**config.mk**
```make
export PLATFORM = sky130hd
export DESIGN_NAME = irq_tier_resolver
export DESIGN_NICKNAME = d
export VERILOG_FILES = /design/src/rtl/irq_tier_pkg.sv /design/src/rtl/irq_fine_expand.sv /design/src/rtl/irq_tier_pick.sv /design/src/rtl/irq_stamp_counter.sv /design/src/rtl/irq_tier_resolver.sv
export SDC_FILE = /design/constraint.sdc
export NUM_CORES = 1
export LEC_CHECK = 0
export BUFFER_PORTS_ARGS = -buffer_cell sky130_fd_sc_hd__buf_4
export CORE_AREA = 5 5 126 128
export CTS_BUF_LIST = sky130_fd_sc_hd__clkbuf_4 sky130_fd_sc_hd__clkbuf_8 sky130_fd_sc_hd__clkbuf_16
export CTS_CLUSTER_SIZE = 10
export DETAILED_ROUTE_END_ITERATION = 16
export DIE_AREA = 0 0 131 133
export HOLD_SLACK_MARGIN = 0.15
export PLACE_DENSITY_LB_ADDON = 0.2
export REMOVE_ABC_BUFFERS = 1
export SLEW_MARGIN = 5
export SYNTH_ARGS = -nofsm -noshare
export SYNTH_HDL_FRONTEND = slang
export SYNTH_SLANG_ARGS = --single-unit
```
**constraint.sdc**
```tcl
create_clock -name clk -period 4.2 [get_ports clk]
set_input_delay 0.63 -clock clk [delete_from_list [all_inputs] [get_ports clk]]
set_output_delay 0.63 -clock clk [all_outputs]
set_load 0.05 [all_outputs]
```
**src/rtl/irq_tier_pkg.sv**
```systemverilog
package irq_tier_pkg;

  localparam int VEC_W         = 32;
  localparam int IDX_W         = 5;
  localparam int N_TIERS       = 10;
  localparam int N_FINE        = 27;
  localparam int N_CHAN        = 3;
  localparam int N_CHAN_ATTACH = 2;

  // coarse vector bit positions
  localparam int CB_ERR     = 0;
  localparam int CB_RSW     = 1;
  localparam int CB_DISK    = 2;
  localparam int CB_SER     = 3;
  localparam int CB_EXP     = 4;
  localparam int CB_AUD     = 5;
  localparam int CB_DSP     = 6;
  localparam int CB_MEM     = 7;
  localparam int CB_VID     = 8;
  localparam int CB_TOK     = 9;
  localparam int CB_FIN     = 10;
  localparam int CB_CMD     = 11;
  localparam int CB_DBG     = 12;
  localparam int CB_HSP     = 13;
  localparam int CB_RST_LVL = 16;

  // fine vector indices (index i lives at bit VEC_W-1-i)
  localparam int FI_MEM0  = 0;
  localparam int N_MEM    = 5;
  localparam int FI_ADMA  = 5;
  localparam int FI_ARAM  = 6;
  localparam int FI_DSP   = 7;
  localparam int FI_STRM  = 8;
  localparam int FI_EXP0  = 9;
  localparam int EXP_STEP = 3;
  localparam int FI_CMD   = 17;
  localparam int FI_TOK   = 18;
  localparam int FI_FIN   = 19;
  localparam int FI_SER   = 20;
  localparam int FI_DISK  = 21;
  localparam int FI_RSW   = 22;
  localparam int FI_ERR   = 23;
  localparam int FI_VID   = 24;
  localparam int FI_DBG   = 25;
  localparam int FI_HSP   = 26;

  // status-word bit positions
  localparam int DS_ADMA = 3;
  localparam int DS_ARAM = 5;
  localparam int DS_DSP  = 7;
  localparam int AS_STRM = 3;
  localparam int CS_DEV  = 1;
  localparam int CS_TC   = 3;
  localparam int CS_ATT  = 11;

  localparam int REC_MIN_IDX = 5;

  function automatic logic [VEC_W-1:0] fbit(input int idx);
    return {1'b1, {(VEC_W-1){1'b0}}} >> idx;
  endfunction

  // tier t = 0 is the highest priority
  function automatic logic [VEC_W-1:0] tier_mask(input int t);
    logic [VEC_W-1:0] m;
    m = '0;
    case (t)
      0: m = fbit(FI_ERR);
      1: m = fbit(FI_DBG);
      2: for (int i = FI_MEM0; i < FI_MEM0 + N_MEM; i++) m |= fbit(i);
      3: m = fbit(FI_RSW);
      4: m = fbit(FI_VID);
      5: m = fbit(FI_TOK) | fbit(FI_FIN);
      6: m = fbit(FI_HSP);
      7: begin
        m = fbit(FI_ARAM) | fbit(FI_DSP) | fbit(FI_STRM) | fbit(FI_SER) | fbit(FI_DISK);
        for (int i = FI_EXP0; i < FI_CMD; i++) m |= fbit(i);
      end
      8: m = fbit(FI_ADMA);
      9: m = fbit(FI_CMD);
      default: m = '0;
    endcase
    return m;
  endfunction

  function automatic logic [IDX_W-1:0] lead_zeros(input logic [VEC_W-1:0] v);
    logic [IDX_W-1:0] n;
    logic             found;
    n = '0;
    found = 1'b0;
    for (int i = 0; i < VEC_W; i++) begin
      if (!found && v[VEC_W-1-i]) begin
        n = IDX_W'(i);
        found = 1'b1;
      end
    end
    return n;
  endfunction

endpackage

```
**src/rtl/irq_fine_expand.sv**
```systemverilog
module irq_fine_expand
  import irq_tier_pkg::*;
(
  input  logic [VEC_W-1:0]             coarse_raw,
  input  logic [VEC_W-1:0]             hw_mask,
  input  logic [15:0]                  mem_stat,
  input  logic [15:0]                  dsp_stat,
  input  logic [31:0]                  aud_stat,
  input  logic [N_CHAN-1:0][31:0]      chan_stat,
  output logic [VEC_W-1:0]             fine,
  output logic                         gate_ok
);

  logic [VEC_W-1:0] coarse;
  logic [VEC_W-1:0] fine_mem;
  logic [VEC_W-1:0] fine_dsp;
  logic [VEC_W-1:0] fine_dir;
  logic [N_CHAN-1:0][VEC_W-1:0] fine_chan;
  logic [VEC_W-1:0] fine_exp;

  assign coarse  = coarse_raw & ~(VEC_W'(1) << CB_RST_LVL);
  assign gate_ok = (|coarse) && (|(coarse & hw_mask));

  always_comb begin
    fine_mem = '0;
    for (int g = 0; g < N_MEM; g++)
      if (coarse[CB_MEM] && mem_stat[g]) fine_mem |= fbit(FI_MEM0 + g);
  end

  always_comb begin
    fine_dsp = '0;
    if (coarse[CB_DSP]) begin
      if (dsp_stat[DS_ADMA]) fine_dsp |= fbit(FI_ADMA);
      if (dsp_stat[DS_ARAM]) fine_dsp |= fbit(FI_ARAM);
      if (dsp_stat[DS_DSP])  fine_dsp |= fbit(FI_DSP);
    end
    if (coarse[CB_AUD] && aud_stat[AS_STRM]) fine_dsp |= fbit(FI_STRM);
  end

  genvar c;
  generate
    for (c = 0; c < N_CHAN; c++) begin : g_chan
      localparam int BASE = FI_EXP0 + EXP_STEP * c;
      logic [VEC_W-1:0] att_bit;
      if (c < N_CHAN_ATTACH) begin : g_att
        assign att_bit = chan_stat[c][CS_ATT] ? fbit(BASE + 2) : '0;
      end else begin : g_noatt
        assign att_bit = '0;
      end
      assign fine_chan[c] = coarse[CB_EXP] ?
        ((chan_stat[c][CS_DEV] ? fbit(BASE) : '0) |
         (chan_stat[c][CS_TC]  ? fbit(BASE + 1) : '0) |
         att_bit) : '0;
    end
  endgenerate

  always_comb begin
    fine_exp = '0;
    for (int k = 0; k < N_CHAN; k++) fine_exp |= fine_chan[k];
  end

  always_comb begin
    fine_dir = '0;
    if (coarse[CB_CMD])  fine_dir |= fbit(FI_CMD);
    if (coarse[CB_TOK])  fine_dir |= fbit(FI_TOK);
    if (coarse[CB_FIN])  fine_dir |= fbit(FI_FIN);
    if (coarse[CB_SER])  fine_dir |= fbit(FI_SER);
    if (coarse[CB_DISK]) fine_dir |= fbit(FI_DISK);
    if (coarse[CB_RSW])  fine_dir |= fbit(FI_RSW);
    if (coarse[CB_ERR])  fine_dir |= fbit(FI_ERR);
    if (coarse[CB_VID])  fine_dir |= fbit(FI_VID);
    if (coarse[CB_DBG])  fine_dir |= fbit(FI_DBG);
    if (coarse[CB_HSP])  fine_dir |= fbit(FI_HSP);
  end

  assign fine = fine_mem | fine_dsp | fine_exp | fine_dir;

  // status bits with no meaning for this block
  logic unused_stat;
  assign unused_stat = ^{mem_stat[15:N_MEM], dsp_stat[15:8], dsp_stat[6], dsp_stat[4],
                         dsp_stat[2:0], aud_stat[31:4], aud_stat[2:0],
                         chan_stat[0][31:12], chan_stat[0][10:4], chan_stat[0][2], chan_stat[0][0],
                         chan_stat[1][31:12], chan_stat[1][10:4], chan_stat[1][2], chan_stat[1][0],
                         chan_stat[2][31:4], chan_stat[2][2], chan_stat[2][0]};

endmodule

```
**src/rtl/irq_tier_pick.sv**
```systemverilog
module irq_tier_pick
  import irq_tier_pkg::*;
(
  input  logic [VEC_W-1:0] cause,
  output logic             hit,
  output logic [IDX_W-1:0] idx
);

  logic [N_TIERS-1:0][VEC_W-1:0] tier_and;

  genvar t;
  generate
    for (t = 0; t < N_TIERS; t++) begin : g_tier
      assign tier_and[t] = cause & tier_mask(t);
    end
  endgenerate

  always_comb begin
    hit = 1'b0;
    idx = '0;
    for (int k = 0; k < N_TIERS; k++) begin
      if (!hit && (|tier_and[k])) begin
        hit = 1'b1;
        idx = lead_zeros(tier_and[k]);
      end
    end
  end

endmodule

```
**src/rtl/irq_stamp_counter.sv**
```systemverilog
module irq_stamp_counter #(
  parameter int TS_W = 32
) (
  input  logic            clk,
  input  logic            rst,
  output logic [TS_W-1:0] count
);

  always_ff @(posedge clk) begin
    if (rst) count <= '0;
    else     count <= count + TS_W'(1);
  end

endmodule

```
**src/rtl/irq_tier_resolver.sv**
```systemverilog
module irq_tier_resolver
  import irq_tier_pkg::*;
#(
  parameter int TS_W = 32
) (
  input  logic             clk,
  input  logic             rst,
  input  logic             strobe_i,
  input  logic [31:0]      coarse_i,
  input  logic [31:0]      hw_mask_i,
  input  logic [15:0]      mem_stat_i,
  input  logic [15:0]      dsp_stat_i,
  input  logic [31:0]      aud_stat_i,
  input  logic [31:0]      chan0_stat_i,
  input  logic [31:0]      chan1_stat_i,
  input  logic [31:0]      chan2_stat_i,
  input  logic [31:0]      sw_mask_a_i,
  input  logic [31:0]      sw_mask_b_i,
  output logic [4:0]       win_idx_o,
  output logic             win_valid_o,
  output logic [4:0]       last_idx_o,
  output logic [TS_W-1:0]  last_time_o
);

  localparam logic [IDX_W-1:0] REC_MIN = IDX_W'(REC_MIN_IDX);

  logic [N_CHAN-1:0][31:0] chan_pack;
  logic [VEC_W-1:0]        fine;
  logic [VEC_W-1:0]        survivors;
  logic                    gate_ok;
  logic                    hit;
  logic [IDX_W-1:0]        idx;
  logic [TS_W-1:0]         stamp;
  logic                    win_now;

  assign chan_pack[0] = chan0_stat_i;
  assign chan_pack[1] = chan1_stat_i;
  assign chan_pack[2] = chan2_stat_i;

  irq_fine_expand u_expand (
    .coarse_raw (coarse_i),
    .hw_mask    (hw_mask_i),
    .mem_stat   (mem_stat_i),
    .dsp_stat   (dsp_stat_i),
    .aud_stat   (aud_stat_i),
    .chan_stat  (chan_pack),
    .fine       (fine),
    .gate_ok    (gate_ok)
  );

  assign survivors = fine & ~(sw_mask_a_i | sw_mask_b_i);

  irq_tier_pick u_pick (
    .cause (survivors),
    .hit   (hit),
    .idx   (idx)
  );

  irq_stamp_counter #(.TS_W(TS_W)) u_stamp (
    .clk   (clk),
    .rst   (rst),
    .count (stamp)
  );

  assign win_now = gate_ok && hit;

  always_ff @(posedge clk) begin
    if (rst) begin
      win_valid_o <= 1'b0;
      win_idx_o   <= '0;
      last_idx_o  <= '0;
      last_time_o <= '0;
    end else if (strobe_i) begin
      win_valid_o <= win_now;
      win_idx_o   <= win_now ? idx : '0;
      if (win_now && idx >= REC_MIN) begin
        last_idx_o  <= idx;
        last_time_o <= stamp;
      end
    end
  end

endmodule

```
# After elaboration in Yosys (flattened, before gate mapping)
# Cells that the tools add are included.
# W data, S select, Z words.
# classes
n_reduce_logical	85
order_cmp	1
add_sub_neg	1
bitwise_logic	14
muxes	121
# ops
cell	n
$or A32 B32 Y32	9
$mux W32	4
$mux W5	25
$and A32 B32 Y32	2
$mux W1	54
$mux W27	2
$logic_and A1 B1 Y1	44
$logic_not A1 Y1	35
$add A32 B1 Y32 const B	1
$mux W4	8
$not A32 Y32	1
$or A32 B15 Y32	1
$or A32 B27 Y32	1
$reduce_or A32 Y1	1
$mux W31	1
$reduce_or A31 Y1	1
$mux W30	1
$mux W29	1
$mux W28	1
$mux W26	1
$mux W25	1
$mux W24	1
$mux W23	1
$mux W22	1
other kinds (22)	24
# totals
register_bits	75

# Depth between registers and ports, before layout
# depth
word_depth	91
ltp_mapped	10
depth_no_buf	9

# Hierarchy
# Synthesis repeated with hierarchy kept, for this count alone.
# unflattened
cells_unflattened	494
hier_area_um2	4336.7
# by_module_without_submodules
module	cells_each	instances	area_per_inst_um2	seq_area_each_um2
irq_tier_resolver	219	1	2143.3	860.8
irq_stamp_counter	167	1	1453.9	640.6
irq_fine_expand	53	1	376.6	0.0
irq_tier_pick	55	1	362.8	0.0

# Least setup slack after synthesis
# OpenSTA, ideal clock, no wires.
# synth_path
path_type	in2reg
startpoint	input coarse_i[0]
endpoint	register last_time_o[10]
arrival_time_ps	2913
stages	9
setup_ps	72
setup_slack_ps	1216
cell_sequence	nor3b_4 > or2_4 > or4b_4 > a2111o_1 > and3_4 > a31o_4 > nor2_8 > buf_12 > mux2i_1
# synth_between
elab_chain_len	34
# synth_rtl
element	line_no	rtl
start, declared	irq_tier_resolver.sv:9	input logic [31:0] coarse_i,
$mux W9	irq_fine_expand.sv:70	if (coarse[CB_ERR]) fine_dir |= fbit(FI_ERR);
$or A32 B15 Y32	irq_fine_expand.sv:76	assign fine = fine_mem | fine_dsp | fine_exp | fine_dir;
$and A32 B32 Y32	irq_tier_resolver.sv:51	assign survivors = fine & ~(sw_mask_a_i | sw_mask_b_i);
$mux W1	irq_tier_pick.sv:22	if (!hit && (|tier_and[k])) begin
$logic_not A1 Y1	irq_tier_pick.sv:22	
$logic_and A1 B1 Y1	irq_tier_pick.sv:22	
$mux W1	irq_tier_pick.sv:22	
$logic_not A1 Y1	irq_tier_pick.sv:22	
(+18 left out)	--	
$logic_and A1 B1 Y1	irq_tier_pick.sv:22	
$mux W1	irq_tier_pick.sv:22	
$logic_not A1 Y1	irq_tier_pick.sv:22	
$logic_and A1 B1 Y1	irq_tier_pick.sv:22	
$mux W5 / $mux W1 (equally long branches)	irq_tier_pick.sv:22	
$ge A5 B3 Y1 / $logic_and A1 B1 Y1 (equally long branches)	irq_tier_resolver.sv:76, irq_tier_resolver.sv:65	
$logic_and A1 B1 Y1 *	irq_tier_resolver.sv:76	if (win_now && idx >= REC_MIN) begin
$reduce_and A2 Y1 (no line) *	--	
end signal, assigned	irq_tier_resolver.sv:78	last_time_o <= stamp;
end, declared	irq_tier_resolver.sv:22	output logic [TS_W-1:0] last_time_o
# Every way passes the cells marked *; elsewhere a longest branch is shown, timed or not.
# A chain may end at the register's enable or synchronous reset.

# Final worst setup path
# layout_path
startpoint	input coarse_i[4]
endpoint	register last_time_o[22]
# layout_between
elab_chain_len	62
# layout_rtl
element	line_no	rtl
$mux W32	irq_fine_expand.sv:50	assign fine_chan[c] = coarse[CB_EXP] ?
$or A32 B32 Y32 (2 in series)	irq_fine_expand.sv:59	for (int k = 0; k < N_CHAN; k++) fine_exp |= fine_chan[k];
$or A32 B32 Y32	irq_fine_expand.sv:76	
$or A32 B15 Y32	irq_fine_expand.sv:76	
$and A32 B32 Y32	irq_tier_resolver.sv:51	
$logic_and A1 B1 Y1	irq_tier_pkg.sv:91	if (!found && v[VEC_W-1-i]) begin
$mux W1	irq_tier_pkg.sv:91	
$mux W1	irq_tier_pick.sv:22	
(+43 left out)	--	
$mux W1	irq_tier_pick.sv:22	
$logic_not A1 Y1	irq_tier_pkg.sv:91	
$logic_and A1 B1 Y1	irq_tier_pkg.sv:91	
$mux W5	irq_tier_pkg.sv:91	
$mux W5 (3 in series)	irq_tier_pick.sv:22	
$ge A5 B3 Y1	irq_tier_resolver.sv:76	
$logic_and A1 B1 Y1 *	irq_tier_resolver.sv:76	
$reduce_and A2 Y1 (no line) *	--	
# Every way passes the cells marked *; elsewhere a longest branch is shown, timed or not. The select of a mux whose other input is x is not followed.

==> impl_table.tex <==
\begin{tabular}{lr}
\hline
Metric & Value \\
\hline
\multicolumn{2}{l}{\textbf{Clock network}} \\
Worst skew pair latency & 0.32 ns \\
Resized Gates After CTS & 0 \\
TritonCTS clock tree & yes \\
Sink Count & 75 \\
Number of setup buffers added after CTS & 0 \\
Worst-path clk slew & 0.06 ns \\
H-tree depth & 3 \\
Number of buffers inserted by hold repair at cts & 0 \\
Maximum clock path buffer count & 2 \\
TritonCTS Buffers & 9 \\
CTS Root Cell & sky130\_fd\_sc\_hd\_\_clkbuf\_16 \\
\multicolumn{2}{l}{\textbf{GRT}} \\
Total Routing Usage GR & 18.10\% \\
Maximum number of pins on one net before global-route repair & just under 70 \\
Leftover overflow at the end of global routing & 0 \\
Number of global-route vias before repair & 4088 \\
Wire length of the first global-routing pass & 23380 µm \\
Antenna violations before repair & 6 \\
\multicolumn{2}{l}{\textbf{Critical path}} \\
Cell family contributing the most delay on the critical path & simple AND/OR/NAND/NOR gates \\
Nature of the critical path endpoint & flip-flop \\
Worst-path cell chain & buf\_4 > nor4bb\_2 > nor4\_1 > o31ai\_1 > a2111oi\_0 > o21ai\_0 > nor4b\_4 > nor2\_8 > mux2i\_1 \\
Element type at the critical path start & primary input \\
Highest-delay cell along the critical path & sky130\_fd\_sc\_hd\_\_nor2\_8 \\
Worst reg2reg setup slack & 1.93 ns \\
Maximum fanout along the worst path & 34 \\
Worst reg2reg path startpoint & u\_stamp.count[0] \\
WP data required & 4.45 ns \\
CP Class & primary input to flip-flop \\
Setup crit end & last\_time\_o[22] \\
Bufs and invs on worst path & 1 \\
Delay of the slowest cell on the worst path & about 0.65 ns \\
Endpoint of the worst-slack reg-to-reg timing path & u\_stamp.count[26] \\
Origin of the worst setup path & coarse\_i[4] \\
Number of cells on the worst reg-to-reg path & 9 \\
Endpoint arrival time on the critical path & 3.57 ns \\
Depth of the critical timing path with buffers and inverters included & 9 \\
\multicolumn{2}{l}{\textbf{Synthesis}} \\
Predominant post-synthesis flop cell & sky130\_fd\_sc\_hd\_\_dfxtp\_1 \\
Dominant combinational cell family by area after synthesis & simple AND/OR/NAND/NOR gates \\
Async S/R FF share, synth & 0\% \\
Share of synthesized cell area in full adder, half adder and majority cells & 0.3149\% \\
Xor/xnor share of the synthesized area & 6.171\% \\
Avg Inst Size Synth & 8.714 µm² \\
Count of synthesis-stage warnings from yosys & 0 \\
Post-synth cell types & 60 \\
Sequential-to-total area share from yosys stat & 37.78\% \\
Multiplexer fraction of the synthesized cell area & 8.312\% \\
Area of the mapped netlist & 0.003974 mm² \\
Synth Area in Simple Gates & 32.27\% \\
Post-synthesis cell count & 456 \\
Post-synth EDFFs & 0 \\
FF+latch count, synth & 75 \\
Fraction of the mapped netlist area in compound gates & about an eighth \\
\multicolumn{2}{l}{\textbf{Detailed routing}} \\
Remaining antenna violation count after routing & 0 \\
DR top layer & met5 \\
Post-DR vias/cell & 4.931 \\
Count of routing violations after the opening detailed-route iteration & 340 \\
Metal2 WL & 6525 µm \\
Routed length on met1 & 7264 µm \\
Final wirelength & around 16000 µm \\
Met3 routed WL & $\sim$1900 µm \\
Number of search-and-repair iterations in the first detailed-routing pass & 4 \\
Wirelength per Cell & 19.78 µm \\
Total via count after detailed routing & 4053 \\
Remaining design rule violation count & 0 \\
\multicolumn{2}{l}{\textbf{STA}} \\
Worst slew pin tran & 1.056 ns \\
Sum of negative setup slack & 0 ns \\
Post-layout min period & 3.320 ns \\
Post-route clock skew & 0.007929 ns \\
Final hold vios & 0 \\
Post-route clock period utilization & between 70 and 80\% \\
Highest clock frequency the design can meet & 301.2 MHz \\
Final max-slew violation count & 0 \\
Setup-failing EPs final & 0 \\
Relative slew margins & 29.51\% \\
Unrepaired setup endpoints after global routing & false \\
Setup ws final & 0.8801 ns \\
\multicolumn{2}{l}{\textbf{Floorplanning}} \\
Number of rows in the core area & 45 \\
Horizontal extent of the die & roughly 130 µm \\
Core area & 0.01475 mm² \\
Vertical die dimension & about 130 µm \\
Effective utilization at floorplan & 26.94\% \\
Full die area & between 0.015 and 0.02 mm² \\
I/O pins & 334 \\
\multicolumn{2}{l}{\textbf{Cells and area}} \\
Net count, final & between 900 and 1000 \\
Fraction of final layout cells sized beyond drive strength 1 & about 34\% \\
Most frequent standard cell in the layout excluding fill and tap cells & sky130\_fd\_sc\_hd\_\_buf\_4 \\
Top library cells by usage in the layout, fill and taps aside & 178 x sky130\_fd\_sc\_hd\_\_buf\_4, 97 x sky130\_fd\_sc\_hd\_\_nand2\_1, 75 x sky130\_fd\_sc\_hd\_\_dfxtp\_1 \\
Cell Count, Final, Fillers Out & 822 \\
Area delta synth->final & 43.73\% \\
\multicolumn{2}{l}{\textbf{Pwr}} \\
Power share of the sequential group & 39.7\% \\
NetSw & 0.0005213 W \\
Combinational group share of total power & 21.3\% \\
Leakage power & 2.396 nW \\
Maximum vdd ir drop & 0.1685 mV \\
Cell Pwr Density & 324.7 mW/mm² \\
Clk pwr share & between 30\% and 40\% \\
Switching power share of the total & 28.11\% \\
Cell internal pwr & 0.001333 W \\
\multicolumn{2}{l}{\textbf{Run status}} \\
Status & finished, final reports clean \\
\multicolumn{2}{l}{\textbf{Min path}} \\
Kind of path behind the tightest hold check & flip-flop to flip-flop \\
\multicolumn{2}{l}{\textbf{Place}} \\
Number of buffers inserted by port buffering & 178 \\
Pre-CTS setup slack & 0.5273 ns \\
Final GP Congestion & 0.9795 \\
Cell Count Post-Placement & 805 \\
Post-DP HPWL & 13680 µm \\
\multicolumn{2}{l}{\textbf{Run}} \\
MaxCap Viol Count & 0 \\
\hline
\end{tabular}
-- power by group through the flow --
stage	clock network [W]	logic, W	registers, W
after floorplan	0	0.000167	0.000792
after global placement	0	0.000395	0.000751
after detailed placement	0	0.000400	0.000752
after CTS	0.000739	0.000401	0.000736
after global routing	0.000774	0.000425	0.000737
final	0.000723	0.000395	0.000736
-- how the worst min path moves through the flow --
stage                     startpoint  cells past startpoint          endpoint  slack (ns)
floorplan           u_stamp.count[0]                      1  u_stamp.count[0]        0.44
global placement     last_time_o[30]                      2   last_time_o[30]        0.44
detailed placement   last_time_o[12]                      2   last_time_o[12]        0.45
CTS                  last_time_o[12]                      2   last_time_o[12]        0.46
global route         last_time_o[29]                      2   last_time_o[29]        0.48
finish               last_time_o[12]                      2   last_time_o[12]        0.45
-- per-stage QoR --
| stage | utilization (%) | total power [W] | hold slack, ns | area (µm²) |
|---|---|---|---|---|
| 2_1_floorplan | - | 0.0009581 | 0.4412 | 3852 |
| 3_3_place_gp | 36.77 | 0.001146 | 0.4433 | 5424 |
| 3_5_place_dp | 36.77 | 0.001152 | 0.4491 | 5424 |
| 4_1_cts | 38.70 | 0.001876 | 0.4568 | 5709 |
| 5_1_grt | 38.70 | 0.001937 | 0.4763 | 5709 |
| 6_report | 38.72 | 0.001854 | 0.4540 | 5712 |
-- area by class of cell --
| type | instances | area, µm² |
|---|---|---|
| Antenna cell | 1 | 2.502 |
| Clock buffer | 11 | 246.5 |
| Clock inverter | 5 | 38.79 |
| Fill cell | 1562 | 9040 |
| Inverter | 4 | 15.01 |
| Multi-Input combinational cell | 360 | 2336 |
| Sequential cell | 75 | 1501 |
| Tap cell | 188 | 235.2 |
| Timing Repair Buffer | 178 | 1336 |
-- Yosys cell counts (all sizes together), types with 3 or more instances --
| cell | number | area (µm²) |
|---|---|---|
| mux2i | 33 | 330.3 |
| inv | 4 | 15.01 |
| nand4bb | 3 | 33.78 |
| nor2b | 3 | 18.77 |
| xor2 | 22 | 192.7 |
| clkbuf | 12 | 45.04 |
| and3 | 13 | 86.33 |
| nand3 | 16 | 80.08 |
| nor4 | 10 | 68.81 |
| nor2 | 47 | 192.7 |
| o32ai | 3 | 26.28 |
| dfxtp | 75 | 1501 |
| a31oi | 5 | 31.28 |
| xnor2 | 6 | 52.55 |
| buf | 5 | 76.32 |
| nand2 | 97 | 364.1 |
| a21oi | 16 | 80.08 |
| nand4 | 6 | 37.54 |
| nor3b | 9 | 83.83 |
| nand2b | 6 | 37.54 |
| or4bb | 4 | 45.04 |
| nor4bb | 7 | 82.58 |
| and4bb | 3 | 37.53 |
| o21ai | 9 | 45.04 |
| a22oi | 10 | 75.07 |
| nor3 | 3 | 15.01 |
-- worst register-to-register path, delay by kind of cell (launching register included) --
kind                     cells  cell delay, ns
adder cells (fa/ha/maj)      1            0.23
buffers and inverters        1            0.05
flip-flops                   1            0.39
AND/OR/NAND/NOR              6            1.32
XOR/XNOR                     1            0.15
-- state kept, by name, indices dropped and copies added, names as in the netlist --
name           count
last_time_o       32
win_idx_o          5
win_valid_o        1
u_stamp.count     32
last_idx_o         5
-- cell families (layout without fill, tap and decap cells) --
family	count (synthesis)	count (layout)
and+or+nand+nor	236	236
DFF	75	75
AOI/OAI and AO/OA	62	62
muxes	33	33
xor gates and xnor gates	28	28
buffers and inverters	21	198
adders and majority gates	1	1
other	0	1
-- layer usage --
layer	vias up	track usage (%)
li1	1983	-
met1	1843	24.38
met2	185	24.77
met3	30	8.155
met4	12	7.600
met5	-	0
No activity file was read; power rests on OpenSTA's default activity.
